[src/rtl/tile_pkg.sv]
package tile_pkg;
  localparam int unsigned NPORT = 4;
  localparam int unsigned SEL_W = 3;
  localparam int unsigned OP_W  = 3;
  localparam int unsigned CTRL_W = OP_W + 2*SEL_W + NPORT*SEL_W;

  typedef enum logic [SEL_W-1:0] {
    SRC_N = 3'd0, SRC_E = 3'd1, SRC_S = 3'd2, SRC_W = 3'd3,
    SRC_FU = 3'd4, SRC_K = 3'd5, SRC_NONE = 3'd6, SRC_OFF = 3'd7
  } src_e;

  typedef enum logic [OP_W-1:0] {
    OP_ADD = 3'd0, OP_SUB = 3'd1, OP_MUL = 3'd2, OP_SHL = 3'd3,
    OP_SRL = 3'd4, OP_SLT = 3'd5, OP_AND = 3'd6, OP_PASS = 3'd7
  } op_e;
endpackage

[src/rtl/tile_cfg_chain.sv]
module tile_cfg_chain #(
  parameter int unsigned        WIDTH   = 37,
  parameter logic [WIDTH-1:0]   RST_VAL = '0
) (
  input  logic             clk_i,
  input  logic             rst_ni,
  input  logic             en_i,
  input  logic             bit_i,
  output logic [WIDTH-1:0] word_o
);
  always_ff @(posedge clk_i or negedge rst_ni) begin
    if (!rst_ni)   word_o <= RST_VAL;
    else if (en_i) word_o <= {bit_i, word_o[WIDTH-1:1]};
  end
endmodule

[src/rtl/tile_fu.sv]
module tile_fu
  import tile_pkg::*;
#(
  parameter int unsigned DATA_W = 16
) (
  input  logic [OP_W-1:0]   op_i,
  input  logic [DATA_W-1:0] a_i,
  input  logic [DATA_W-1:0] b_i,
  output logic [DATA_W-1:0] res_o
);
  localparam int unsigned SH_W = $clog2(DATA_W);

  logic [SH_W-1:0] sh;
  assign sh = b_i[SH_W-1:0];

  always_comb begin
    unique case (op_e'(op_i))
      OP_ADD:  res_o = a_i + b_i;
      OP_SUB:  res_o = a_i - b_i;
      OP_MUL:  res_o = a_i * b_i;
      OP_SHL:  res_o = a_i << sh;
      OP_SRL:  res_o = a_i >> sh;
      OP_SLT:  res_o = {{(DATA_W-1){1'b0}}, ($signed(a_i) < $signed(b_i))};
      OP_AND:  res_o = a_i & b_i;
      default: res_o = a_i;
    endcase
  end
endmodule

[src/rtl/tile_skid.sv]
module tile_skid #(
  parameter int unsigned DATA_W = 16
) (
  input  logic              clk_i,
  input  logic              rst_ni,
  input  logic              flush_i,
  input  logic              push_i,
  input  logic [DATA_W-1:0] data_i,
  output logic              room_o,
  output logic              valid_o,
  output logic [DATA_W-1:0] data_o,
  input  logic              ready_i
);
  logic              skid_v;
  logic [DATA_W-1:0] skid_d;
  logic              pop;

  assign room_o = ~skid_v;
  assign pop    = valid_o & ready_i;

  always_ff @(posedge clk_i or negedge rst_ni) begin
    if (!rst_ni) begin
      valid_o <= 1'b0;
      skid_v  <= 1'b0;
      data_o  <= '0;
      skid_d  <= '0;
    end else if (flush_i) begin
      valid_o <= 1'b0;
      skid_v  <= 1'b0;
    end else if (push_i) begin
      if (!valid_o || pop) begin
        data_o  <= data_i;
        valid_o <= 1'b1;
      end else begin
        skid_d <= data_i;
        skid_v <= 1'b1;
      end
    end else if (pop) begin
      if (skid_v) begin
        data_o <= skid_d;
        skid_v <= 1'b0;
      end else begin
        valid_o <= 1'b0;
      end
    end
  end
endmodule

[src/rtl/overlay_tile.sv]
module overlay_tile
  import tile_pkg::*;
#(
  parameter int unsigned DATA_W = 16
) (
  input  logic                          clk_i,
  input  logic                          rst_ni,
  input  logic                          cfg_en_i,
  input  logic                          cfg_bit_i,
  input  logic [NPORT-1:0][DATA_W-1:0]  in_data_i,
  input  logic [NPORT-1:0]              in_valid_i,
  output logic [NPORT-1:0]              in_ready_o,
  output logic [NPORT-1:0][DATA_W-1:0]  out_data_o,
  output logic [NPORT-1:0]              out_valid_o,
  input  logic [NPORT-1:0]              out_ready_i
);
  localparam int unsigned CFG_W = CTRL_W + DATA_W;
  localparam logic [CFG_W-1:0] CFG_RST =
    {{DATA_W{1'b0}}, {(NPORT+2){SRC_NONE}}, OP_ADD};

  logic [CFG_W-1:0]           cfg_q;
  logic [OP_W-1:0]            op_sel;
  logic [SEL_W-1:0]           sel_a, sel_b;
  logic [NPORT-1:0][SEL_W-1:0] osel;
  logic [DATA_W-1:0]          kval;

  logic [NPORT-1:0]              obuf_room, obuf_v, obuf_push;
  logic [NPORT-1:0][DATA_W-1:0]  obuf_din;
  logic [NPORT-1:0]              out_ok;
  logic                          fu_used, fu_room, va, vb, fu_join, fu_go;
  logic [DATA_W-1:0]             opa, opb, fu_res;

  tile_cfg_chain #(.WIDTH(CFG_W), .RST_VAL(CFG_RST)) u_cfg (
    .clk_i, .rst_ni, .en_i(cfg_en_i), .bit_i(cfg_bit_i), .word_o(cfg_q)
  );

  assign op_sel = cfg_q[OP_W-1:0];
  assign sel_a  = cfg_q[OP_W +: SEL_W];
  assign sel_b  = cfg_q[OP_W+SEL_W +: SEL_W];
  assign kval   = cfg_q[CTRL_W +: DATA_W];
  for (genvar o = 0; o < NPORT; o++) begin : g_osel
    assign osel[o] = cfg_q[OP_W+2*SEL_W+o*SEL_W +: SEL_W];
  end

  // per-input readiness of the output sinks, and FU output room
  always_comb begin
    out_ok  = '1;
    fu_room = 1'b1;
    fu_used = 1'b0;
    for (int o = 0; o < NPORT; o++) begin
      if (osel[o] < SEL_W'(NPORT)) begin
        out_ok[osel[o][1:0]] = out_ok[osel[o][1:0]] & obuf_room[o];
      end else if (osel[o] == SRC_FU) begin
        fu_room = fu_room & obuf_room[o];
        fu_used = 1'b1;
      end
    end
  end

  function automatic logic opnd_valid(input logic [SEL_W-1:0] s,
                                      input logic [NPORT-1:0] v,
                                      input logic [NPORT-1:0] ok);
    if (s < SEL_W'(NPORT)) return v[s[1:0]] & ok[s[1:0]];
    return s == SRC_K;
  endfunction

  function automatic logic [DATA_W-1:0] opnd_data(input logic [SEL_W-1:0] s,
                                                  input logic [NPORT-1:0][DATA_W-1:0] d,
                                                  input logic [DATA_W-1:0] k);
    if (s < SEL_W'(NPORT)) return d[s[1:0]];
    if (s == SRC_K) return k;
    return '0;
  endfunction

  assign va      = opnd_valid(sel_a, in_valid_i, out_ok);
  assign vb      = opnd_valid(sel_b, in_valid_i, out_ok);
  assign opa     = opnd_data(sel_a, in_data_i, kval);
  assign opb     = opnd_data(sel_b, in_data_i, kval);
  assign fu_join = fu_used & fu_room & va & vb;
  assign fu_go   = fu_join & ~cfg_en_i;

  tile_fu #(.DATA_W(DATA_W)) u_fu (
    .op_i(op_sel), .a_i(opa), .b_i(opb), .res_o(fu_res)
  );

  always_comb begin
    for (int i = 0; i < NPORT; i++) begin
      logic used, by_fu;
      by_fu = (sel_a == SEL_W'(i)) || (sel_b == SEL_W'(i));
      used  = by_fu;
      for (int o = 0; o < NPORT; o++) used = used | (osel[o] == SEL_W'(i));
      in_ready_o[i] = used & out_ok[i] & (by_fu ? fu_join : 1'b1) & ~cfg_en_i;
    end
  end

  always_comb begin
    for (int o = 0; o < NPORT; o++) begin
      obuf_push[o] = 1'b0;
      obuf_din[o]  = '0;
      if (osel[o] < SEL_W'(NPORT)) begin
        obuf_push[o] = in_valid_i[osel[o][1:0]] & in_ready_o[osel[o][1:0]];
        obuf_din[o]  = in_data_i[osel[o][1:0]];
      end else if (osel[o] == SRC_FU) begin
        obuf_push[o] = fu_go;
        obuf_din[o]  = fu_res;
      end else if (osel[o] == SRC_K) begin
        obuf_push[o] = obuf_room[o] & ~cfg_en_i;
        obuf_din[o]  = kval;
      end
    end
  end

  for (genvar o = 0; o < NPORT; o++) begin : g_out
    tile_skid #(.DATA_W(DATA_W)) u_skid (
      .clk_i, .rst_ni, .flush_i(cfg_en_i),
      .push_i(obuf_push[o]), .data_i(obuf_din[o]), .room_o(obuf_room[o]),
      .valid_o(obuf_v[o]), .data_o(out_data_o[o]), .ready_i(out_ready_i[o])
    );
  end

  assign out_valid_o = obuf_v & ~{NPORT{cfg_en_i}};
endmodule

[config.mk]
export PLATFORM = sky130hd
export DESIGN_NAME = overlay_tile
export DESIGN_NICKNAME = d
export VERILOG_FILES = /design/src/rtl/tile_pkg.sv /design/src/rtl/tile_cfg_chain.sv /design/src/rtl/tile_fu.sv /design/src/rtl/tile_skid.sv /design/src/rtl/overlay_tile.sv
export SDC_FILE = /design/constraint.sdc
export NUM_CORES = 1
export LEC_CHECK = 0
export ABC_CLOCK_PERIOD_IN_PS = 19400
export BUFFER_PORTS_ARGS = -buffer_cell sky130_fd_sc_hd__buf_4
export CAP_MARGIN = 20
export CORE_ASPECT_RATIO = 0.5
export CORE_UTILIZATION = 55
export CTS_BUF_LIST = sky130_fd_sc_hd__clkbuf_2
export CTS_CLUSTER_DIAMETER = 40
export DETAILED_ROUTE_END_ITERATION = 8
export PLACE_DENSITY = 0.74
export SYNTH_ARGS = -nofsm -noshare
export SYNTH_HDL_FRONTEND = slang
export SYNTH_HIERARCHICAL = 1
export SYNTH_SLANG_ARGS = --single-unit
[constraint.sdc]
create_clock -name clk_i -period 19.4 [get_ports clk_i]
set_clock_uncertainty 0.05 [all_clocks]
set_input_delay 3.88 -clock clk_i [delete_from_list [all_inputs] [get_ports clk_i]]
set_output_delay 3.88 -clock clk_i [all_outputs]
set_load 0.03 [all_outputs]
Yosys cells after proc, flatten, opt, wreduce, memory -nomap -nowiden

Cells that the tools add are included.

Register bits after elaboration: 173

Magnitude comparators: 17
Shifts and indexed selects: 2
Multiply operators: 1
Mux-type cells: 174
$add $sub $neg: 2
Reductions and logical operators: 51
Bitwise operators: 67
Equality and inequality tests: 50

Operators with widths:

| kind               | count |
|---|---|
| $mux 16            | 42 |
| $bmux 16 s2        | 6 |
| $pmux 16 s7        | 1 |
| $mux 1             | 98 |
| $eq 3x2->1 const B | 14 |
| $eq 3x3->1 const B | 13 |
| $and 1x1->1        | 37 |
| $bmux 1 s2         | 16 |
| $ne 3x3->1 const B | 8 |
| $reduce_and 3->1   | 8 |
| $eq 3x1->1 const B | 7 |
| $logic_not 3->1    | 7 |
| $lt 2x3->1 const B | 6 |
| $lt 3x3->1 const B | 6 |
| $add 16x16->16     | 1 |
| $and 16x16->16     | 1 |
| $lt 16x16->1       | 1 |
| $mul 16x16->16     | 1 |
| $mux 4             | 4 |
| $or 1x1->1         | 16 |
| $reduce_and 4->1   | 4 |
| $reduce_bool 2->1  | 8 |
| $shl 16x4->16      | 1 |
| $shr 16x4->16      | 1 |
| other kinds (15)   | 57 |

Depth between registers and ports, before layout

Word-level depth: 38
Gate-level depth with buffers: 33
Mapped depth without buffers: 30

Hierarchy

The synthesis kept the hierarchy.

Modules (own cells, without submodules):

| module         | area each (sq um) | instances | cells each |
|---|---|---|---|
| tile_fu        | 7,163.1           | 1         | 976 |
| tile_skid      | 1,609.0           | 4         | 99 |
| overlay_tile   | 5,280.1           | 1         | 564 |
| tile_cfg_chain | 1,541.5           | 1         | 78 |

Worst setup path before layout

Ideal clock, no wire load.

Kind: in2reg
Start point: input port in_data_i[17] (netlist bit)
End point: register g_out[1].u_skid.data_o[14]
Slack: 8,385 ps
Arrival time: 10,840 ps
Cell stages on the path: 26
Buffers on the path: 4
Data required time: 19,225 ps
Path through: mux4_2 -> a22o_1 -> buf_2 -> clkbuf_1 -> buf_1 -> clkbuf_1 -> nand2_1 -> fa_1 -> fa_1 -> fa_1 -> fa_1 -> inv_1 -> fa_1 -> inv_1 -> fa_1 -> inv_1 -> ha_1 -> a21o_1 -> o41ai_2 -> o21ai_1 -> mux2_1 -> o32a_1 -> mux2i_1 -> o22ai_1 -> mux2_2 -> mux2_4

RTL lines:

| element              | RTL line           | RTL |
|---|---|---|
| from (decl)          | overlay_tile.sv:10 | `input logic [NPORT-1:0][DATA_W-1:0] in_data_i,` |
| to (signal assigned) | tile_skid.sv:32    | `data_o <= data_i;` |
| to (signal assigned) | tile_skid.sv:40    | `data_o <= skid_d;` |
| to (decl)            | tile_skid.sv:11    | `output logic [DATA_W-1:0] data_o,` |

==> results.json <==
{
  "synth-xor-area-share": 0.0204,
  "final_cell_mix": "inv_1 (214), buf_4 (173), dfrtp_1 (157)",
  "layout_min_cycle_time_ps": 10870,
  "vias": 17300,
  "cts_tree": "done",
  "ys.flop_type": "dfrtp_1",
  "ys_types": 97,
  "drive_gt1_frac": 0.289,
  "wire_per_inst_um": 26.6,
  "slew_headroom": 0.235,
  "die_x_um": 275,
  "antenna_found_initial": 5,
  "cp_max_fo": 51,
  "syn-cell-area_mm2": 0.0204,
  "overflow": 0,
  "core_area_mm2": 0.0362,
  "fillers": 3070,
  "critPathLaunchType": "input pin",
  "hp-class": "reg2reg",
  "yosysTopAreaCell": "dfrtp_1",
  "fp.dieH_um": 138,
  "hold_violations": 0,
  "r2r_cells": 25,
  "place.gp.congestion": 1.03,
  "ys_top_cells_by_area": "dfrtp_1 (20%), mux4_2 (12%), mux2_4 (8.1%), fa_1 (7.9%), mux2_2 (6.9%)",
  "tightest_slew_ps": 1140,
  "critical_path_class": "in2reg",
  "syn_nets": 2255,
  "path_clk_slew_ps": 270,
  "cts_setup_buffers": 0,
  "crit_start": "in_data_i[34]",
  "rr_endpoint": "g_out[0].u_skid/data_o[14]",
  "cts_buffer_depth": 2,
  "cp-endpoint": "g_out[0].u_skid/data_o[14]",
  "synth-simple-area-share": 0.112,
  "rrSetupSlack_ps": 10200,
  "pin_count": 148,
  "ctsHtreeMaxLevel": 4,
  "drtPass1Iterations": 6,
  "synth_seq_cells": 173,
  "grt_first_pass_wirelength_mm": 106,
  "hold_buffers": 0,
  "grt_pass1_vias": 17400,
  "cts_resized": 0,
  "synthAdderAreaFrac": 0.131,
  "start_util": 0.564,
  "synthCells": 2014,
  "clock-sinks": 173,
  "clockRootBuffer": "clkbuf_2",
  "row_count": 49,
  "cts_buffers": 17,
  "vias_per_cell": 6.73,
  "die_area_mm2": 0.0379,
  "rsz0062_at_grt": "false",
  "postLayoutCoreUtil": 0.601,
  "max_clock_freq_mhz": 92.0,
  "drtAntennaViolNets": 0,
  "areaGrowthSynthToFinish_pct": 6.67,
  "fin_crit_sh": 0.560,
  "drc": 0,
  "synth-compound-area-share": 0.138,
  "status": "completed",
  "synthMuxAreaShare": 0.307,
  "clk_latency_ps": 820,
  "synth_top_family_by_area": "multiplexers",
  "async_reset_ff_frac": 1.00,
  "final_common_cell": "inv_1",
  "setup_violations": 0,
  "drv_slew": 0,
  "max-cap-violations": 0,
  "synth-seq-area-share": 0.213,
  "io_buffers": 147,
  "synth_edf_count": 0,
  "wl_mm": 68.3,
  "grt_max_degree": 104,
  "track_usage": 0.364,
  "yosys_warnings": 6,
  "fin_setup_tns_ps": 0,
  "hpwl_mm": 48.5,
  "worst_setup_path_end_kind": "flip-flop",
  "reg2reg_from": "u_cfg/word_o[7]",
  "synth_top_area_frac": 0.197,
  "finalNetCount": 2306,
  "arrival_ps": 11560,
  "crit_required_ps": 20090,
  "drtIter0Drc": 2096,
  "syn-mean-instance-area_um2": 10.1
}
[critical path, cell delays in order]
cell      delay [ps]
buf_4            110
mux4_2           230
a22o_1           150
buf_4            460
clkinv_1         760
nor2_1           350
fa_1             490
fa_1             490
ha_1             210
fa_1             490
inv_1             60
fa_1             480
fa_1             480
inv_1             40
ha_1             310
o21ai_0          140
nor2_1           110
o41ai_2          340
o21ai_1          150
mux2_1           390
o32a_1           500
mux2i_1          190
o22ai_1          140
mux2_2           310
mux2_4           250
[kinds of logic after synthesis]
kind of cell | Yosys count
flip-flops | 173
AO/OA/AOI/OAI | 396
adder cells (fa/ha/maj) | 165
buffers and inverters | 362
XOR/XNOR | 46
multiplexers | 422
AND/OR/NAND/NOR | 450
[metal layers]
layer  vias to the layer above  GRT usage  wire, um
met5                         -          0         0
met4                         0      0.154      3170
met3                       224      0.100      8540
met2                      1140      0.544     29700
met1                      8526      0.497     26800
li1                       7386          -         -
[cell usage after synthesis (all sizes together), types with 6 or more instances]
master   number
mux2        237
inv         215
dfrtp       161
nand2       136
nor2        111
mux4        106
ha           84
fa           81
mux2i        79
clkbuf       78
a21oi        69
o21ai        69
buf          65
o22ai        57
and2         49
nor3         47
xnor2        38
a22o         34
nand2b       24
a31oi        18
o2bb2ai      17
a211oi       16
nand3        16
nor2b        15
dfstp        12
o211ai       12
nor4          9
a21o          8
a221oi        8
o21a          8
o31ai         7
xor2          7
a22oi         6
o41ai         6
[stage by stage]
step	cell area (um^2)	cells	hold WS, ps	setup WS, ps
floorplan	20400	2014	427	8380
global placement	21500	2529	434	7970
detailed placement	21500	2529	440	7860
CTS	21800	2561	492	8810
global route	21800	2567	505	8250
finish	21800	2567	491	8530
[final cells by class]
type	instances	area, um^2	area share
Tap cell	484	606	0.0278
Multi-Input combinational cell	1479	14400	0.663
Sequential cell	173	4350	0.200
Timing Repair Buffer	175	1320	0.0605
Inverter	219	822	0.0377
Clock buffer	20	100	0.00460
Antenna cell	5	12.5	0.000574
Clock inverter	12	139	0.00638
[flip-flops by register name, summed over array words and instances (netlist names)]
signal	count
g_out.u_skid/data_o	64
g_out.u_skid/skid_v	4
g_out.u_skid/valid_o	4
g_out.u_skid/skid_d	64
u_cfg/word_o	37
[how the worst min path moves through the flow]
stage	from	end	slack (ps)	cells past startpoint
3_3_place_gp	g_out[0].u_skid/skid_d[11]	g_out[0].u_skid/skid_d[11]	430	1
3_5_place_dp	g_out[0].u_skid/skid_d[4]	g_out[0].u_skid/skid_d[4]	440	1
2_1_floorplan	g_out[0].u_skid/skid_d[10]	g_out[0].u_skid/skid_d[10]	430	1
5_1_grt	g_out[2].u_skid/skid_d[9]	g_out[2].u_skid/skid_d[9]	500	1
4_1_cts	g_out[2].u_skid/skid_d[14]	g_out[2].u_skid/skid_d[14]	490	1
6_report	g_out[1].u_skid/skid_d[13]	g_out[1].u_skid/skid_d[13]	490	1
Power is left out: the tool's default activity adds up to more than one toggle a clock period on the data nets, which glitch-free logic cannot reach.
